===== src/rtl/vcfg_pkg.sv =====
package vcfg_pkg;

  localparam logic [11:0] CSR_VSTART = 12'h008;
  localparam logic [11:0] CSR_VXSAT  = 12'h009;
  localparam logic [11:0] CSR_VXRM   = 12'h00A;
  localparam logic [11:0] CSR_VCSR   = 12'h00F;
  localparam logic [11:0] CSR_VL     = 12'hC20;
  localparam logic [11:0] CSR_VTYPE  = 12'hC21;
  localparam logic [11:0] CSR_VLENB  = 12'hC22;

  typedef enum logic [1:0] {
    CTX_OFF   = 2'b00,
    CTX_INIT  = 2'b01,
    CTX_CLEAN = 2'b10,
    CTX_DIRTY = 2'b11
  } ctx_e;

  // Compact stored form of the configuration word.
  typedef struct packed {
    logic       ill;
    logic       mask_agn;
    logic       tail_agn;
    logic [2:0] sew_code;
    logic [2:0] lmul_code;
  } vcfg_t;

endpackage


===== src/rtl/vcfg_grant.sv =====
// Combinational legality check and granted-length computation.
module vcfg_grant
  import vcfg_pkg::*;
#(
  parameter int XLEN = 32,
  parameter int VLEN = 128,
  parameter int ELEN = 64,
  parameter int VL_W = $clog2(VLEN) + 1
) (
  input  logic [XLEN-1:0] req_vtype,
  input  logic [XLEN-1:0] req_avl,
  output vcfg_t           cfg_o,
  output logic [VL_W-1:0] vl_o
);

  localparam int SEW_MAX = $clog2(ELEN) - 3;
  localparam int N_SHIFT = 16;

  // VLEN >> shift for every shift the encoding can produce.
  logic [VL_W-1:0] vlmax_tab [N_SHIFT];

  generate
    for (genvar s = 0; s < N_SHIFT; s++) begin : g_tab
      assign vlmax_tab[s] = VL_W'(VLEN >> s);
    end
  endgenerate

  logic [2:0]      lmul;
  logic [2:0]      sew;
  logic            frac;
  logic [3:0]      frac_steps;
  logic [3:0]      grow;
  logic [3:0]      shift;
  logic            bad;
  logic [VL_W-1:0] vlmax;

  always_comb begin
    lmul       = req_vtype[2:0];
    sew        = req_vtype[5:3];
    frac       = lmul[2];
    frac_steps = frac ? (4'd8 - {1'b0, lmul}) : 4'd0;
    grow       = frac ? 4'd0 : {1'b0, lmul};
    shift      = 4'd3 + {1'b0, sew} + frac_steps - grow;
    vlmax      = vlmax_tab[shift];
    bad        = (lmul == 3'b100)
              || ({1'b0, sew} > 4'(SEW_MAX))
              || (|req_vtype[XLEN-1:8])
              || (frac && (({1'b0, sew} + frac_steps) > 4'(SEW_MAX)));
    if (bad) begin
      cfg_o = '{ill: 1'b1, default: '0};
      vl_o  = '0;
    end else begin
      cfg_o = vcfg_t'({1'b0, req_vtype[7:0]});
      vl_o  = (req_avl < XLEN'(vlmax)) ? req_avl[VL_W-1:0] : vlmax;
    end
  end

endmodule


===== src/rtl/vcfg_ctx.sv =====
// Context-status field: Off / Initial / Clean / Dirty.
module vcfg_ctx
  import vcfg_pkg::*;
(
  input  logic       clk,
  input  logic       rst,
  input  logic       wr_en,
  input  logic [1:0] wr_val,
  input  logic       dirty_ev,
  output ctx_e       state_o
);

  always_ff @(posedge clk) begin
    if (rst)           state_o <= CTX_OFF;
    else if (wr_en)    state_o <= ctx_e'(wr_val);
    else if (dirty_ev) state_o <= CTX_DIRTY;
  end

endmodule


===== src/rtl/vcfg_fixpt.sv =====
// Fixed-point rounding mode and sticky saturation flag.
module vcfg_fixpt (
  input  logic       clk,
  input  logic       rst,
  input  logic       wr_vxrm,
  input  logic       wr_vxsat,
  input  logic       wr_vcsr,
  input  logic [2:0] wdata,
  input  logic       sat_set,
  output logic [1:0] vxrm_o,
  output logic       vxsat_o
);

  always_ff @(posedge clk) begin
    if (rst) begin
      vxrm_o  <= 2'b00;
      vxsat_o <= 1'b0;
    end else if (wr_vcsr) begin
      vxrm_o  <= wdata[2:1];
      vxsat_o <= wdata[0];
    end else begin
      if (wr_vxrm) vxrm_o <= wdata[1:0];
      if (wr_vxsat)     vxsat_o <= wdata[0];
      else if (sat_set) vxsat_o <= 1'b1;
    end
  end

endmodule


===== src/rtl/vcfg_csr_unit.sv =====
module vcfg_csr_unit
  import vcfg_pkg::*;
#(
  parameter int XLEN = 32,
  parameter int VLEN = 128,
  parameter int ELEN = 64,
  parameter int VL_W = $clog2(VLEN) + 1,
  parameter int VS_W = $clog2(VLEN)
) (
  input  logic            clk,
  input  logic            rst,
  input  logic            csr_req,
  input  logic            csr_we,
  input  logic [11:0]     csr_addr,
  input  logic [XLEN-1:0] csr_wdata,
  output logic            rsp_valid,
  output logic            rsp_illegal,
  output logic [XLEN-1:0] rsp_rdata,
  input  logic            setvl_req,
  input  logic [XLEN-1:0] setvl_vtype,
  input  logic [XLEN-1:0] setvl_avl,
  input  logic            vinstr_done,
  input  logic            trap_vstart_we,
  input  logic [VS_W-1:0] trap_vstart_idx,
  input  logic            ffl_vl_we,
  input  logic [VL_W-1:0] ffl_vl,
  input  logic            sat_set,
  input  logic            ms_vs_we,
  input  logic [1:0]      ms_vs_wdata,
  output logic [XLEN-1:0] vtype_o,
  output logic [VL_W-1:0] vl_o,
  output logic [VS_W-1:0] vstart_o,
  output logic [1:0]      vxrm_o,
  output logic            vxsat_o,
  output logic [1:0]      vs_o,
  output logic            vtrap_o
);

  localparam logic [XLEN-1:0] VLENB_VAL = XLEN'(VLEN / 8);

  vcfg_t           vtype_q;
  logic [VL_W-1:0] vl_q;
  logic [VS_W-1:0] vstart_q;
  vcfg_t           grant_cfg;
  logic [VL_W-1:0] grant_vl;
  ctx_e            ctx_q;
  logic            ctx_off;
  logic [1:0]      vxrm_q;
  logic            vxsat_q;

  logic            known;
  logic            is_ro;
  logic            acc_ok;
  logic            wr_ok;
  logic [XLEN-1:0] rd_mux;
  logic [XLEN-1:0] vtype_full;
  logic            dirty_ev;
  logic            unused_wdata;

  assign unused_wdata = ^csr_wdata[XLEN-1:VS_W];
  assign ctx_off      = (ctx_q == CTX_OFF);
  assign vtype_full   = {vtype_q.ill, {(XLEN-9){1'b0}}, vtype_q.mask_agn,
                         vtype_q.tail_agn, vtype_q.sew_code, vtype_q.lmul_code};

  vcfg_grant #(
    .XLEN(XLEN), .VLEN(VLEN), .ELEN(ELEN), .VL_W(VL_W)
  ) u_grant (
    .req_vtype(setvl_vtype),
    .req_avl  (setvl_avl),
    .cfg_o    (grant_cfg),
    .vl_o     (grant_vl)
  );

  // CSR decode and read mux
  always_comb begin
    known  = 1'b1;
    is_ro  = 1'b0;
    rd_mux = '0;
    case (csr_addr)
      CSR_VSTART: rd_mux = XLEN'(vstart_q);
      CSR_VXSAT:  rd_mux = XLEN'(vxsat_q);
      CSR_VXRM:   rd_mux = XLEN'(vxrm_q);
      CSR_VCSR:   rd_mux = XLEN'({vxrm_q, vxsat_q});
      CSR_VL:     begin rd_mux = XLEN'(vl_q); is_ro = 1'b1; end
      CSR_VTYPE:  begin rd_mux = vtype_full;  is_ro = 1'b1; end
      CSR_VLENB:  begin rd_mux = VLENB_VAL;   is_ro = 1'b1; end
      default:    known = 1'b0;
    endcase
    acc_ok = csr_req && known && !ctx_off && !(csr_we && is_ro);
    wr_ok  = acc_ok && csr_we;
  end

  assign dirty_ev = !ctx_off && (setvl_req || vinstr_done || trap_vstart_we ||
                                 ffl_vl_we || sat_set || wr_ok);

  // Configuration, length and resume index
  always_ff @(posedge clk) begin
    if (rst) begin
      vtype_q  <= '{ill: 1'b1, default: '0};
      vl_q     <= '0;
      vstart_q <= '0;
    end else if (!ctx_off) begin
      if (trap_vstart_we) begin
        vstart_q <= trap_vstart_idx;
      end else if (vinstr_done) begin
        vstart_q <= '0;
      end else if (setvl_req) begin
        vtype_q  <= grant_cfg;
        vl_q     <= grant_vl;
        vstart_q <= '0;
      end else if (ffl_vl_we) begin
        vl_q <= ffl_vl;
      end else if (wr_ok && csr_addr == CSR_VSTART) begin
        vstart_q <= csr_wdata[VS_W-1:0];
      end
    end
  end

  vcfg_fixpt u_fixpt (
    .clk     (clk),
    .rst     (rst),
    .wr_vxrm (wr_ok && csr_addr == CSR_VXRM),
    .wr_vxsat(wr_ok && csr_addr == CSR_VXSAT),
    .wr_vcsr (wr_ok && csr_addr == CSR_VCSR),
    .wdata   (csr_wdata[2:0]),
    .sat_set (sat_set && !ctx_off),
    .vxrm_o  (vxrm_q),
    .vxsat_o (vxsat_q)
  );

  vcfg_ctx u_ctx (
    .clk     (clk),
    .rst     (rst),
    .wr_en   (ms_vs_we),
    .wr_val  (ms_vs_wdata),
    .dirty_ev(dirty_ev),
    .state_o (ctx_q)
  );

  // Registered CSR response and trap request
  always_ff @(posedge clk) begin
    if (rst) begin
      rsp_valid   <= 1'b0;
      rsp_illegal <= 1'b0;
      rsp_rdata   <= '0;
      vtrap_o     <= 1'b0;
    end else begin
      rsp_valid   <= csr_req;
      rsp_illegal <= csr_req && !acc_ok;
      rsp_rdata   <= acc_ok ? rd_mux : '0;
      vtrap_o     <= ctx_off && (setvl_req || vinstr_done || (csr_req && known));
    end
  end

  assign vtype_o  = vtype_full;
  assign vl_o     = vl_q;
  assign vstart_o = vstart_q;
  assign vxrm_o   = vxrm_q;
  assign vxsat_o  = vxsat_q;
  assign vs_o     = ctx_q;

endmodule


===== config.mk =====
export PLATFORM = sky130hd
export DESIGN_NAME = vcfg_csr_unit
export DESIGN_NICKNAME = d
export VERILOG_FILES = /design/src/rtl/vcfg_pkg.sv /design/src/rtl/vcfg_grant.sv /design/src/rtl/vcfg_ctx.sv /design/src/rtl/vcfg_fixpt.sv /design/src/rtl/vcfg_csr_unit.sv
export SDC_FILE = /design/constraint.sdc
export NUM_CORES = 1
export LEC_CHECK = 0
export ABC_AREA = 1
export BUFFER_PORTS_ARGS = -buffer_cell sky130_fd_sc_hd__buf_2
export CAP_MARGIN = 20
export CELL_PAD_IN_SITES_DETAIL_PLACEMENT = 0
export CELL_PAD_IN_SITES_GLOBAL_PLACEMENT = 1
export CORE_MARGIN = 1.5
export CORE_UTILIZATION = 30
export CTS_CLUSTER_DIAMETER = 40
export DETAILED_ROUTE_END_ITERATION = 10
export PLACE_DENSITY = 0.94
export RECOVER_POWER = 25
export SETUP_SLACK_MARGIN = 0.02
export SYNTH_ARGS = -nofsm -noshare
export SYNTH_HDL_FRONTEND = slang
export SYNTH_HIERARCHICAL = 1
export SYNTH_SLANG_ARGS = --single-unit

===== constraint.sdc =====
create_clock -name clk -period 5.3 [get_ports clk]
set_input_delay 0.265 -clock clk [delete_from_list [all_inputs] [get_ports clk]]
set_output_delay 0.265 -clock clk [all_outputs]
set_load 0.02 [all_outputs]

# Word level (Yosys, flattened, before mapping)
# Memories as Yosys holds them, arrays and structs flattened.
# Cells that the tools add are included.
[word_totals]
register_bits = 64
rom_bits = 128
input_bits = 135
out_inout_bits = 87
elab_cells = 101
n_memories = 1
[mem_list]
columns = ["memory", "words", "word_bits", "read_ports", "rd_ports_with_merged_regs", "wr", "line_no", "rtl"]
rows = [
  ["(no name shown)", 16, 8, 1, 0, 0, "vcfg_grant.sv:44", "vlmax = vlmax_tab[shift];"],
]
[classes]
add_sub_neg = 5
order_cmp = 4
eq_ne = 9
mux = 24
bitwise_logic = 5
n_reduce_logical = 39
[ops]
columns = ["operator", "count"]
rows = [
  ["$pmux W32 S7", 1],
  ["$eq A12 B4 Y1 const B", 4],
  ["$mux W8", 6],
  ["$eq A12 B12 Y1 const B", 3],
  ["$mux W7", 5],
  ["$lt A32 B8 Y1", 1],
  ["$reduce_or A24 Y1", 1],
  ["$logic_and A1 B1 Y1", 14],
  ["$mux W2", 5],
  ["$logic_or A1 B1 Y1", 9],
  ["$mux W9", 1],
  ["$reduce_and A4 Y1", 2],
  ["$reduce_or A7 Y1", 1],
  ["$reduce_bool A2 Y1", 3],
  ["$ge A5 B5 Y1 const B", 1],
  ["$mux W1", 5],
  ["$not A4 Y5", 1],
  ["$add A2 B3 Y4 const A", 1],
  ["$add A3 B4 Y4", 1],
  ["$add A4 B4 Y4", 1],
  ["$gt A4 B2 Y1 const B", 1],
  ["$mux W4", 1],
  ["$ne A4 B4 Y1 const B", 1],
  ["$not A1 Y1", 4],
  ["11 further kinds", 13],
]

# Logic depth before layout (Yosys ltp)
# Gate-level depths: netlist of the first run.
[logic_depth]
depth_word = 13
depth_mapped = 29
mapped_depth_nobuf = 28

# Cells and area by module
# The synthesis of the first run kept the hierarchy.
[modules_own_cells]
columns = ["module", "n_inst", "cells_per_inst", "area_each_um2", "seq_area_each_um2"]
rows = [
  ["vcfg_csr_unit", 1, 336, 2361.0, 720.7],
  ["vcfg_grant", 1, 149, 780.7, 0.0],
  ["vcfg_fixpt", 1, 26, 153.9, 60.1],
  ["vcfg_ctx", 1, 16, 95.1, 40.0],
]

# Worst setup path after synthesis of the first run
# OpenSTA, ideal clock, no wires.
[synth_path]
path_type = "input port to flip-flop"
startpoint = "input setvl_vtype[0]"
endpoint = "register vl_q[5] (netlist: vl_o[5])"
setup_time_ns = 0.070
arrival_time_ns = 3.515
required_time_ns = 5.230
path_slack_ns = 1.715
path_stages = 29
path_buffers = 1
path_cell_list = "inv_2 -> ha_1 -> nand2_1 -> inv_1 -> fa_1 -> inv_1 -> fa_1 -> inv_1 -> ha_1 -> inv_1 -> nand2_1 -> nand2_1 -> nor2_1 -> nand2_1 -> ha_1 -> nand2_1 -> nand2_1 -> inv_1 -> o2111ai_1 -> nor2_1 -> nand2_4 -> buf_6 -> nand2_2 -> nand2_1 -> nor2_1 -> nand2_1 -> nand2_1 -> o21ai_0 -> a21oi_1"
[synth_via]
elab_chain_cells = 12
elab_cells_between_ends = 20
cone_classes = "add/sub (4); order compare (2); eq/ne (1); mux (7); bitwise (1); reduce/logical (4); memory (1)"
[synth_lines]
columns = ["item", "line_no", "rtl"]
rows = [
  ["start: declaration", "vcfg_csr_unit.sv:20", "input logic [XLEN-1:0] setvl_vtype,"],
  ["$sub A4 B3 Y4", "vcfg_grant.sv:41", "frac_steps = frac ? (4'd8 - {1'b0, lmul}) : 4'd0;"],
  ["$mux W4", "vcfg_grant.sv:41", ""],
  ["$add A4 B4 Y4", "vcfg_grant.sv:43", "shift = 4'd3 + {1'b0, sew} + frac_steps - grow;"],
  ["$sub A4 B4 Y4", "vcfg_grant.sv:43", ""],
  ["$not A4 Y5 (not written as such)", "vcfg_grant.sv:44", ""],
  ["$mem_v2 Z16 W8", "--", ""],
  ["$mux W8 (not written as such) (2 in a row)", "vcfg_grant.sv:44", ""],
  ["$lt A32 B8 Y1", "vcfg_grant.sv:54", "vl_o = (req_avl < XLEN'(vlmax)) ? req_avl[VL_W-1:0] : vlmax;"],
  ["$mux W8", "vcfg_grant.sv:54", ""],
  ["$mux W8 (*)", "vcfg_grant.sv:49", "if (bad) begin"],
  ["via grant_vl[5]", "vcfg_csr_unit.sv:45", "logic [VL_W-1:0] grant_vl;"],
  ["$mux W8 (*)", "vcfg_csr_unit.sv:107", "end else if (setvl_req) begin"],
  ["end signal: assignment", "vcfg_csr_unit.sv:109", "vl_q <= grant_vl;"],
  ["end signal: assignment", "vcfg_csr_unit.sv:112", "vl_q <= ffl_vl;"],
  ["end: declaration", "vcfg_csr_unit.sv:42", "logic [VL_W-1:0] vl_q;"],
]
# Mark *: on every way through the listed nets, which the timed path passes. The rest lies on a longest branch. The select of a mux whose other input is x is not followed.
# A chain may end at the register's enable or synchronous reset.

# Worst setup path in the final report of the first run
[layout_path]
startpoint = "input setvl_vtype[0]"
endpoint = "register vl_q[0] (netlist: vl_o[0])"
# Same word-level chain as after synthesis.

==> metrics.log, run 1 <==
INFO  metric critPathMaxFanout = 16
INFO  metric synth_cell_types = 39
INFO  metric cp-end-kind = flop
INFO  metric cts-resized-gates = 0
INFO  metric grt_first_pass_wirelength = 15000 um
INFO  metric slew_viol_final = 0
INFO  metric cts-htree-levels = 2
INFO  metric final_period_minus_worst_setup_slack = 3767 ps
INFO  metric grt_start_max_net_pins = 27
INFO  metric multiInputGateArea = 2004 sq um
INFO  metric die-width = 109.3 um
INFO  metric cts-buffers-inserted = 5
INFO  metric dpl.hpwl = 7775 um
INFO  metric cts_root_buf = clkbuf_16
INFO  metric timing.critical_path.slowest_stage_cell = fa_1
INFO  metric placement.io_buffers = 150
INFO  metric nets = 821
INFO  metric synth-edff-count = 0
INFO  metric timing.clock.skew = 3.888 ps
INFO  metric fp-row-count = 38
INFO  metric drt_first_iter_violations = 169
INFO  metric grt_setup_unrepaired = false
INFO  metric net-switching-power = 0.0002897 W
INFO  metric first_pass_iters = 4
INFO  metric floorplan.die.height = 109.3 um
INFO  metric min-delay-start = csr_req
INFO  metric syn_area = 3391 sq um
INFO  metric p_leak = 2.249 nW
INFO  metric vdd.ir_drop.worst = 0.1229 mV
INFO  metric cpPeakStageDelay = 400 ps
INFO  metric ant_nets = 0
INFO  metric synth_seq_cells = 41
INFO  metric final_cycle_utilization_of_the_critical_path = 0.7107
INFO  metric timing.rr.start = u_ctx/state_o[0]
INFO  metric drcViolationCount = 0
INFO  metric nFillCells = 1258
INFO  metric maxCapViolCount = 0
INFO  metric track_usage = 0.1576
INFO  metric cp_data_required_time = 5500 ps
INFO  metric min_path_type = in -> reg
INFO  metric cts.repair_timing.setup_buffer_count = 0
INFO  metric via_count_of_the_first_global_routing_pass = 3373
INFO  metric detail_route.wl_per_cell = 11.35 um
INFO  metric p_clk_frac = 0.336
INFO  metric setup-violations-final = 0
INFO  metric clock.fmax = 265.5 MHz
INFO  metric cp_common_cell = nand2_1
INFO  metric globalplace.congestion = 0.8312
INFO  metric seqPwrFrac = 0.379
INFO  metric clk_path_buf_depth = 2
INFO  metric share_comb_of_total_power = 0.285
INFO  metric wl = 9219 um
INFO  metric design_power_total = 0.0008876 W
INFO  metric synthToLayoutAreaGrowth = 23.32%
INFO  metric gr-total-overflow = 0
INFO  metric most-common-layout-cells = buf_2 (131), nand2_1 (112), nor2_1 (77)
INFO  metric design.die.area = 11950 sq um
INFO  metric ys_async_sr_fraction = 0
INFO  metric post_synth_inst_count = 527
INFO  metric tritoncts_clock_tree = built
INFO  metric ff2ff_path_depth = 5
INFO  metric yosys_warnings = 6
INFO  metric syn_area_per_cell = 6.434 sq um
INFO  metric clock_pin_slew_of_the_registers_on_the_worst_case_setup_and_hold_paths = 60 ps
INFO  metric sw_frac_of_total = 0.3263
INFO  metric final_layout_size_suffix_gt1_frac = 0.2813
INFO  metric most_common_cell_after_layout_fill_and_taps_aside = buf_2
INFO  metric report.final.hold_viol_count = 0
INFO  metric cp-start-kind = primary input
INFO  metric post_dp_cell_area = 4063 sq um
INFO  metric grt_antenna_before_repair = 0
INFO  metric ff_latch_area = 820.8 sq um
INFO  metric synth_flop_cell = dfxtp_1
INFO  metric seq_total_area_yosys = 0.2421
INFO  metric internal_power = 0.0005979 W
INFO  metric numClockSinks = 41
INFO  metric worst_ep_arrival_time = 3970 ps
INFO  metric crit_type = in -> reg
INFO  metric vias = 3496
INFO  metric final_instance_area = 4182 sq um
INFO  metric worst_skew_pair.late_latency = 280 ps
INFO  metric outcome = finished, final reports clean
INFO  metric antenna-diode-count = 0
INFO  metric cts_hold_buffers = 0
INFO  metric routed_via_density = 4.305
INFO  metric core = 10940 sq um
INFO  metric initial_core_util = 0.3101
INFO  metric max_slew_margin = 0.4781
INFO  metric worst_setup_path_startpoint = setvl_vtype[0]
INFO  metric io_pins = 222
INFO  metric setup.reg_to_reg.worst_slack = 3240 ps
INFO  metric holdPathStages = 3
INFO  metric worst_pin_slew = 782.0 ps
INFO  metric powerDensity = 212.3 nW/um^2
INFO  metric timing.setup.tns = 0 ps
==> routing by layer <==
layer  routed length (um)  global-route usage  up-vias
li1                     -                   -     1861
met1                 4279              0.1973     1521
met2                 4293              0.2844      108
met3                  576             0.03023        6
met4                   69             0.02412        0
met5                    0                   0        -
==> critical path, delay by kind of cell <==
| kind | cells | cell delay [ps] |
|---|---|---|
| fa+ha+maj | 5 | 1530 |
| simple gates | 14 | 1380 |
| buf+inv | 7 | 440 |
| compound gates | 3 | 320 |
==> state kept, by name (all words and copies together) (netlist names) <==
| name | flops |
|---|---|
| rsp_valid | 1 |
| vstart_o | 7 |
| vtype_o | 9 |
| vtrap_o | 1 |
| u_fixpt/vxsat_o | 1 |
| rsp_rdata | 9 |
| rsp_illegal | 1 |
| u_ctx/state_o | 2 |
| u_fixpt/vxrm_o | 2 |
| vl_o | 8 |
==> cell families after synthesis <==
kind of cell / count (synthesis) / share of synthesized area
other cells: 2 / 0.002215
simple gates: 264 / 0.3554
compound gates: 66 / 0.1277
fa+ha+maj: 14 / 0.05609
flops: 41 / 0.2421
buf+inv: 140 / 0.2166
==> cells in the mapped netlist, types with 3 or more instances <==
| cell | number | area [sq um] |
|---|---|---|
| a21oi_2 | 8 | 70.07 |
| nand3_1 | 21 | 105.1 |
| nor4_1 | 8 | 50.05 |
| a22o_1 | 7 | 61.31 |
| nand3_2 | 5 | 50.05 |
| dfxtp_1 | 41 | 820.8 |
| a21oi_1 | 17 | 85.08 |
| nand2_1 | 112 | 420.4 |
| inv_1 | 72 | 270.3 |
| nand2_2 | 8 | 50.05 |
| inv_2 | 9 | 33.78 |
| a221oi_1 | 3 | 26.28 |
| ha_1 | 12 | 150.1 |
| buf_4 | 49 | 367.9 |
| o2111ai_1 | 4 | 35.03 |
| nor2_1 | 77 | 289.0 |
| clkbuf_1 | 5 | 18.77 |
| nor2_2 | 10 | 62.56 |
| nor3_1 | 11 | 55.05 |
| o22ai_1 | 4 | 25.02 |
| nand2_4 | 4 | 45.04 |
| o21ai_0 | 16 | 80.08 |
==> cell type report <==
| class | count | share of cell area |
|---|---|---|
| sequential | 41 | 0.1963 |
| tap | 140 | 0.04189 |
| multi-input combinational | 391 | 0.4794 |
| timing repair buffer | 150 | 0.1738 |
| inverter | 83 | 0.07451 |
| clock buffer | 7 | 0.03411 |
==> final timing paths <==
| path | end |
|---|---|
| hold / removal | rsp_valid |
| setup reg to reg | vl_o[6] |
| hold reg to reg | vl_o[3] |
| setup / recovery | vl_o[0] |
==> power by group through the flow <==
| stage | Clock [W] | Sequential (W) | Combinational, W |
|---|---|---|---|
| final | 0.000298 | 0.000336 | 0.000253 |
| after global routing | 0.000319 | 0.000338 | 0.000286 |
| after detailed placement | 0 | 0.000343 | 0.000254 |
| after floorplan | 0 | 0.000359 | 0.000177 |
| after CTS | 0.000306 | 0.000336 | 0.000256 |
| after global placement | 0 | 0.000342 | 0.000251 |
==> through the flow <==
stage	cells	utilization	hold WS, ps	worst slack [ps]
2_1_floorplan	572	-	337.4	1715
3_3_place_gp	805	0.3715	449.2	1252
3_5_place_dp	805	0.3715	454.6	1203
4_1_cts	812	0.3846	248.1	1468
5_1_grt	812	0.3824	275.6	1127
6_report	812	0.3824	250.9	1533
Power figures use the tool's default switching activity.
==> run 2, diff against run 1 <==
--- a/config.mk
+++ b/config.mk
@@ -11,10 +11,10 @@
 export CELL_PAD_IN_SITES_DETAIL_PLACEMENT = 0
 export CELL_PAD_IN_SITES_GLOBAL_PLACEMENT = 1
 export CORE_MARGIN = 1.5
-export CORE_UTILIZATION = 30
+export CORE_UTILIZATION = 25
 export CTS_CLUSTER_DIAMETER = 40
 export DETAILED_ROUTE_END_ITERATION = 10
-export PLACE_DENSITY = 0.94
+export PLACE_DENSITY = 0.85
 export RECOVER_POWER = 25
 export SETUP_SLACK_MARGIN = 0.02
 export SYNTH_ARGS = -nofsm -noshare
==> constraint.sdc (replaced) <==
create_clock -name clk -period 3.04 [get_ports clk]
set_input_delay 0.152 -clock clk [delete_from_list [all_inputs] [get_ports clk]]
set_output_delay 0.152 -clock clk [all_outputs]
set_load 0.02 [all_outputs]
==> metrics.log, run 2 (synthesized netlist as in run 1, its figures left out) <==
INFO  metric outcome = finished with violations (was finished, final reports clean)
INFO  metric failing_checks = negative setup slack
INFO  metric antenna-diode-count = 0 (unchanged)
INFO  metric grt_start_max_net_pins = 27 (unchanged)
INFO  metric setup-violations-final = 8 (was 0)
INFO  metric first_pass_iters = 4 (unchanged)
INFO  metric sw_frac_of_total = 0.3339 (was 0.3263)
INFO  metric tritoncts_clock_tree = built (unchanged)
INFO  metric critical_path_buf_inv_count = 8 (was 7)
INFO  metric most_common_cell_after_layout_fill_and_taps_aside = buf_2 (unchanged)
INFO  metric drt_first_iter_violations = 132 (was 169)
INFO  metric routed_via_density = 4.191 (was 4.305)
INFO  metric track_usage = 0.1450 (was 0.1576)
INFO  metric crit_type = in -> reg (unchanged)
INFO  metric ff2ff_path_depth = 9 (was 5)
INFO  metric floorplan.die.height = 119.5 um (was 109.3 um)
INFO  metric via_count_of_the_first_global_routing_pass = 3527 (was 3373)
INFO  metric ant_nets = 0 (unchanged)
INFO  metric p_leak = 2.392 nW (was 2.249 nW)
INFO  metric cts-buffers-inserted = 5 (unchanged)
INFO  metric worst_skew_pair.late_latency = 290 ps (was 280 ps)
INFO  metric detail_route.wl_per_cell = 11.67 um (was 11.35 um)
INFO  metric critPathMaxFanout = 8 (was 16)
INFO  metric die-width = 119.5 um (was 109.3 um)
INFO  metric vdd.ir_drop.worst = 0.2030 mV (was 0.1229 mV)
INFO  metric final_cycle_utilization_of_the_critical_path = 1.092
INFO  metric p_clk_frac = 0.335 (was 0.336)
INFO  metric post-route-util = 0.3488 (was 0.3824)
INFO  metric clock_pin_slew_of_the_registers_on_the_worst_case_setup_and_hold_paths = 60 ps (about the same)
INFO  metric core = 13240 sq um (was 10940 sq um)
INFO  metric net-switching-power = 0.0005658 W (was 0.0002897 W)
INFO  metric clock.fmax = 301.3 MHz
INFO  metric top_family_by_delay_on_critical_path = adder cells (unchanged)
INFO  metric final-instance-count-excl-fill = 875 (was 812)
INFO  metric most-common-layout-cells = buf_2 (131), nand2_1 (102), nor2_1 (69) (was buf_2 (131), nand2_1 (112), nor2_1 (77))
INFO  metric final_layout_size_suffix_gt1_frac = 0.3591 (was 0.2813)
INFO  metric dp_slack = -787.5 ps (was 1203 ps)
INFO  metric worst_ep_arrival_time = 3470 ps (was 3970 ps)
INFO  metric nets = 847 (was 821)
INFO  metric clk_path_buf_depth = 2 (unchanged)
INFO  metric gr-total-overflow = 0 (unchanged)
INFO  metric numClockSinks = 41 (unchanged)
INFO  metric timing.final.ws_setup = -279.1 ps (was 1533 ps)
INFO  metric seqPwrFrac = 0.347 (was 0.379)
INFO  metric maxCapViolCount = 0 (unchanged)
INFO  metric share_comb_of_total_power = 0.318 (was 0.285)
INFO  metric cts-htree-levels = 2 (unchanged)
INFO  metric globalplace.congestion = 0.8380 (was 0.8312)
INFO  metric powerDensity = 366.8 nW/um^2 (was 212.3 nW/um^2)
INFO  metric holdPathStages = 3 (unchanged)
INFO  metric min_path_type = in -> reg (unchanged)
INFO  metric drcViolationCount = 0 (unchanged)
INFO  metric synthToLayoutAreaGrowth = 36.24% (was 23.32%)
INFO  metric max_slew_margin = 0.4721 (was 0.4781)
INFO  metric grt_antenna_before_repair = 0 (unchanged)
INFO  metric placement.io_buffers = 150 (unchanged)
INFO  metric timing.critical_path.slowest_stage_cell = fa_1 (unchanged)
INFO  metric finalHoldWorstSlack = 114.5 ps (was 250.9 ps)
INFO  metric design_power_total = 0.001694 W (was 0.0008876 W)
INFO  metric internal_power = 0.001128 W (was 0.0005979 W)
INFO  metric cp_data_required_time = 3190 ps (was 5500 ps)
INFO  metric io_pins = 222 (unchanged)
INFO  metric cp.depth = 29 (unchanged)
INFO  metric cpPeakStageDelay = 400 ps (about the same)
INFO  metric cp-end-kind = flop (unchanged)
INFO  metric report.final.hold_viol_count = 0 (unchanged)
INFO  metric grt_setup_unrepaired = true (was false)
INFO  metric worst_pin_slew = 790.9 ps (was 782.0 ps)
INFO  metric grt_first_pass_wirelength = 16610 um (was 15000 um)
INFO  metric fp-row-count = 42 (was 38)
INFO  metric final_period_minus_worst_setup_slack = 3319 ps
INFO  metric slew_viol_final = 0 (unchanged)
INFO  metric timing.clock.skew = 6.914 ps (was 3.888 ps)
INFO  metric cp-start-kind = primary input (unchanged)
INFO  metric wl = 10210 um (was 9219 um)
INFO  metric dpl.hpwl = 8414 um (was 7775 um)
INFO  metric vias = 3667 (was 3496)
INFO  metric cts_root_buf = clkbuf_16 (unchanged)
INFO  metric cts_hold_buffers = 0 (unchanged)
INFO  metric placedCellCount = 859 (was 805)
INFO  metric initial_core_util = 0.2560 (was 0.3101)
INFO  metric design.die.area = 14270 sq um (was 11950 sq um)
==> run 2: final timing paths <==
check                                       from          endpoint  slack, ps
worst max-delay path              setvl_vtype[0]           vl_o[0]       -280
worst min-delay path                     csr_req         rsp_valid        110
worst max register to register  u_ctx/state_o[1]   u_fixpt/vxsat_o       1270
worst min register to register  u_ctx/state_o[1]  u_ctx/state_o[1]        490
==> run 2: through the flow <==
stage	cell area (sq um)	TNS [ps]
global route	4619	-3942
CTS	4594	-1405
finish	4619	-1977
global placement	4283	-5233
floorplan	3600	-2202
detailed placement	4283	-5728
==> run 2: routing by layer <==
metal	track usage	wire length, um	vias to the layer above
met2	0.2478	4763	138
met4	0.03795	158	0
met3	0.02682	678	14
met5	0	0	-
li1	-	-	1919
met1	0.1871	4611	1596
==> run 2: repair_timing <==
action,4_1_cts,5_1_grt
pin swaps,31,12
gates resized for setup,25,11
buffers inserted,6,1
gates cloned,1,0
setup endpoints to repair,8,8
==> run 2: area by class of cell <==
type | count | area (sq um)
Tap cell | 176 | 220.2
Multi-Input combinational cell | 392 | 2150
Timing Repair Buffer | 175 | 942.2
Fill cell | 1531 | 8623
Clock buffer | 7 | 152.6
Inverter | 83 | 329.1
Clock inverter | 1 | 5.005
Sequential cell | 41 | 820.8
==> run 2: worst register-to-register path, stage by stage (launching register included) <==
cell     delay (ps)
dfxtp_1         320
nor2_1          350
a21oi_1         120
and2_2          270
nand2_1         140
nor2_1          100
inv_1           130
nand2_1          70
o21ai_1         120
nor2_1           40
==> run 2: power by group through the flow <==
| stage | Clock [W] | Combinational (W) | Sequential, W |
|---|---|---|---|
| global route | 0.000600 | 0.000599 | 0.000590 |
| global placement | 0 | 0.000489 | 0.000599 |
| detailed placement | 0 | 0.000491 | 0.000599 |
| finish | 0.000568 | 0.000539 | 0.000587 |
| CTS | 0.000574 | 0.000529 | 0.000587 |
| floorplan | 0 | 0.000318 | 0.000626 |
==> run 3, diff against run 2 <==
==> constraint.sdc (replaced) <==
create_clock -name clk -period 3.04 [get_ports clk]
set_input_delay 0.304 -clock clk [delete_from_list [all_inputs] [get_ports clk]]
set_output_delay 0.304 -clock clk [all_outputs]
set_load 0.02 [all_outputs]
==> metrics.log, run 3 (synthesized netlist as in run 1, its figures left out) <==
INFO  metric floorplan.die.height = 119.5 um (unchanged)
INFO  metric outcome = finished with violations (unchanged)
INFO  metric cts-buffers-inserted = 5 (unchanged)
INFO  metric via_count_of_the_first_global_routing_pass = 3525 (was 3527)
INFO  metric final_layout_size_suffix_gt1_frac = 0.3761 (was 0.3591)
INFO  metric globalplace.congestion = 0.8419 (was 0.8380)
INFO  metric post_dp_cell_area = 4298 sq um (was 4283 sq um)
INFO  metric worst_pin_slew = 827.2 ps (was 790.9 ps)
INFO  metric synthToLayoutAreaGrowth = 41.14% (was 36.24%)
INFO  metric drcViolationCount = 0 (unchanged)
INFO  metric fp-row-count = 42 (unchanged)
INFO  metric cts-htree-levels = 2 (unchanged)
INFO  metric grt_first_pass_wirelength = 16580 um (was 16610 um)
INFO  metric design.die.area = 14270 sq um (unchanged)
INFO  metric tritoncts_clock_tree = built (unchanged)
INFO  metric p_leak = 2.468 nW (was 2.392 nW)
INFO  metric clk_path_buf_depth = 2 (unchanged)
INFO  metric powerDensity = 366.8 nW/um^2 (about the same)
INFO  metric track_usage = 0.1442 (was 0.1450)
INFO  metric cp_data_required_time = 3190 ps (about the same)
INFO  metric post-route-util = 0.3614 (was 0.3488)
INFO  metric timing.clock.skew = 7.572 ps (was 6.914 ps)
INFO  metric worst_skew_pair.late_latency = 280 ps (was 290 ps)
INFO  metric final_period_minus_worst_setup_slack = 3501 ps (was 3319 ps)
INFO  metric failing_checks = negative setup slack (unchanged)
INFO  metric max_slew_margin = 0.4479 (was 0.4721)
INFO  metric min_path_type = in -> reg (unchanged)
INFO  metric nFillCells = 1481 (was 1531)
INFO  metric setup-violations-final = 8 (unchanged)
INFO  metric clock.fmax = 285.6 MHz (was 301.3 MHz)
INFO  metric die-width = 119.5 um (unchanged)
INFO  metric initial_core_util = 0.2560 (unchanged)
INFO  metric critPathMaxFanout = 8 (unchanged)
INFO  metric maxCapViolCount = 0 (unchanged)
INFO  metric routed_via_density = 4.175 (was 4.191)
INFO  metric antenna-diode-count = 0 (unchanged)
INFO  metric core = 13240 sq um (unchanged)
INFO  metric vdd.ir_drop.worst = 0.1865 mV (was 0.2030 mV)
INFO  metric nets = 859 (was 847)
INFO  metric report.final.hold_viol_count = 0 (unchanged)
INFO  metric first_pass_iters = 4 (unchanged)
INFO  metric clock_pin_slew_of_the_registers_on_the_worst_case_setup_and_hold_paths = 60 ps (about the same)
INFO  metric worst_ep_arrival_time = 3650 ps (was 3470 ps)
INFO  metric gr-total-overflow = 0 (unchanged)
INFO  metric final_instance_area = 4786 sq um (was 4619 sq um)
INFO  metric most_common_cell_after_layout_fill_and_taps_aside = buf_2 (unchanged)
INFO  metric detail_route.wl_per_cell = 11.87 um (was 11.67 um)
INFO  metric most-common-layout-cells = buf_2 (131), nand2_1 (104), inv_1 (67) (was buf_2 (131), nand2_1 (102), nor2_1 (69))
INFO  metric vias = 3699 (was 3667)
INFO  metric dpl.hpwl = 8402 um (was 8414 um)
INFO  metric cp-start-kind = primary input (unchanged)
INFO  metric drt_first_iter_violations = 196 (was 132)
INFO  metric finalHoldWorstSlack = 272.7 ps (was 114.5 ps)
INFO  metric dp_slack = -914.3 ps (was -787.5 ps)
INFO  metric cts_hold_buffers = 0 (unchanged)
INFO  metric numClockSinks = 41 (unchanged)
INFO  metric io_pins = 222 (unchanged)
INFO  metric slew_viol_final = 0 (unchanged)
INFO  metric grt_start_max_net_pins = 27 (unchanged)
INFO  metric crit_type = in -> reg (unchanged)
INFO  metric design_power_total = 0.001756 W (was 0.001694 W)
INFO  metric timing.final.ws_setup = -461.2 ps (was -279.1 ps)
INFO  metric ant_nets = 0 (unchanged)
INFO  metric grt_setup_unrepaired = true (unchanged)
INFO  metric final_cycle_utilization_of_the_critical_path = 1.152 (was 1.092)
INFO  metric cts_root_buf = clkbuf_16 (unchanged)
INFO  metric placement.io_buffers = 150 (unchanged)
INFO  metric grt_antenna_before_repair = 1 (was 0)
INFO  metric wl = 10520 um (was 10210 um)
INFO  metric cp-end-kind = flop (unchanged)
==> run 3: final cells by class <==
cell class              count  area [sq um]  area share
multi-input cells         392          2212      0.4622
inverters                  83         329.1     0.06876
well taps                 176         220.2     0.04601
repair buffers            187          1044      0.2180
flip-flops and latches     41         820.8      0.1715
clock buffers               5         125.1     0.02614
clock inverters             2         35.03    0.007320
==> run 3: layer usage <==
| layer | global-route usage | up-vias | share of wire |
|---|---|---|---|
| met4 | 0.03795 | 2 | 0.014 |
| li1 | - | 1940 | - |
| met3 | 0.02826 | 15 | 0.066 |
| met2 | 0.2453 | 131 | 0.48 |
| met5 | 0 | - | 0.0010 |
| met1 | 0.1859 | 1611 | 0.44 |
==> run 3: timing repair <==
item                       CTS  global route
setup buffers               17             2
resized for setup           24            27
cloned                       1             0
setup endpoints to repair    8             8
pin swaps                   15            16
==> run 3: where the power goes <==
group	switching (W)	internal (W)
clock	0.000208	0.000381
combinational	0.000341	0.000239
sequential	0.0000223	0.000565
==> run 3: critical path, cell delays in order <==
cell and delay [ps]:
buf_8 100, inv_6 50, ha_4 190, nand2_2 50, inv_2 40, fa_2 320
inv_2 60, fa_1 380, inv_1 70, ha_2 180, inv_2 40, nand2_2 60
nand2_2 60, nor2_4 190, nand2_2 110, ha_4 240, a21oi_4 170, o2111ai_4 130
nor2_4 200, buf_6 140, nand2_8 90, nor2_2 130, nor2_2 60, nand2_1 60
nand2_1 50, o21ai_1 110, a21oi_1 50
==> run 3: stage by stage <==
| step | setup TNS [ps] | instances |
|---|---|---|
| floorplan | -3418 | 572 |
| CTS | -2368 | 884 |
| global route | -4893 | 886 |
| global placement | -6406 | 861 |
| finish | -3293 | 886 |
| detailed placement | -7022 | 861 |
==> run 3: worst paths after layout <==
kind	startpoint	to	slack [ps]	cells past startpoint
setup / recovery	setvl_vtype[0]	vl_o[3]	-460	27
hold / removal	csr_req	rsp_valid	270	3
setup reg to reg	u_ctx/state_o[1]	vl_o[1]	910	5
hold reg to reg	vtype_o[31]	rsp_rdata[31]	470	2
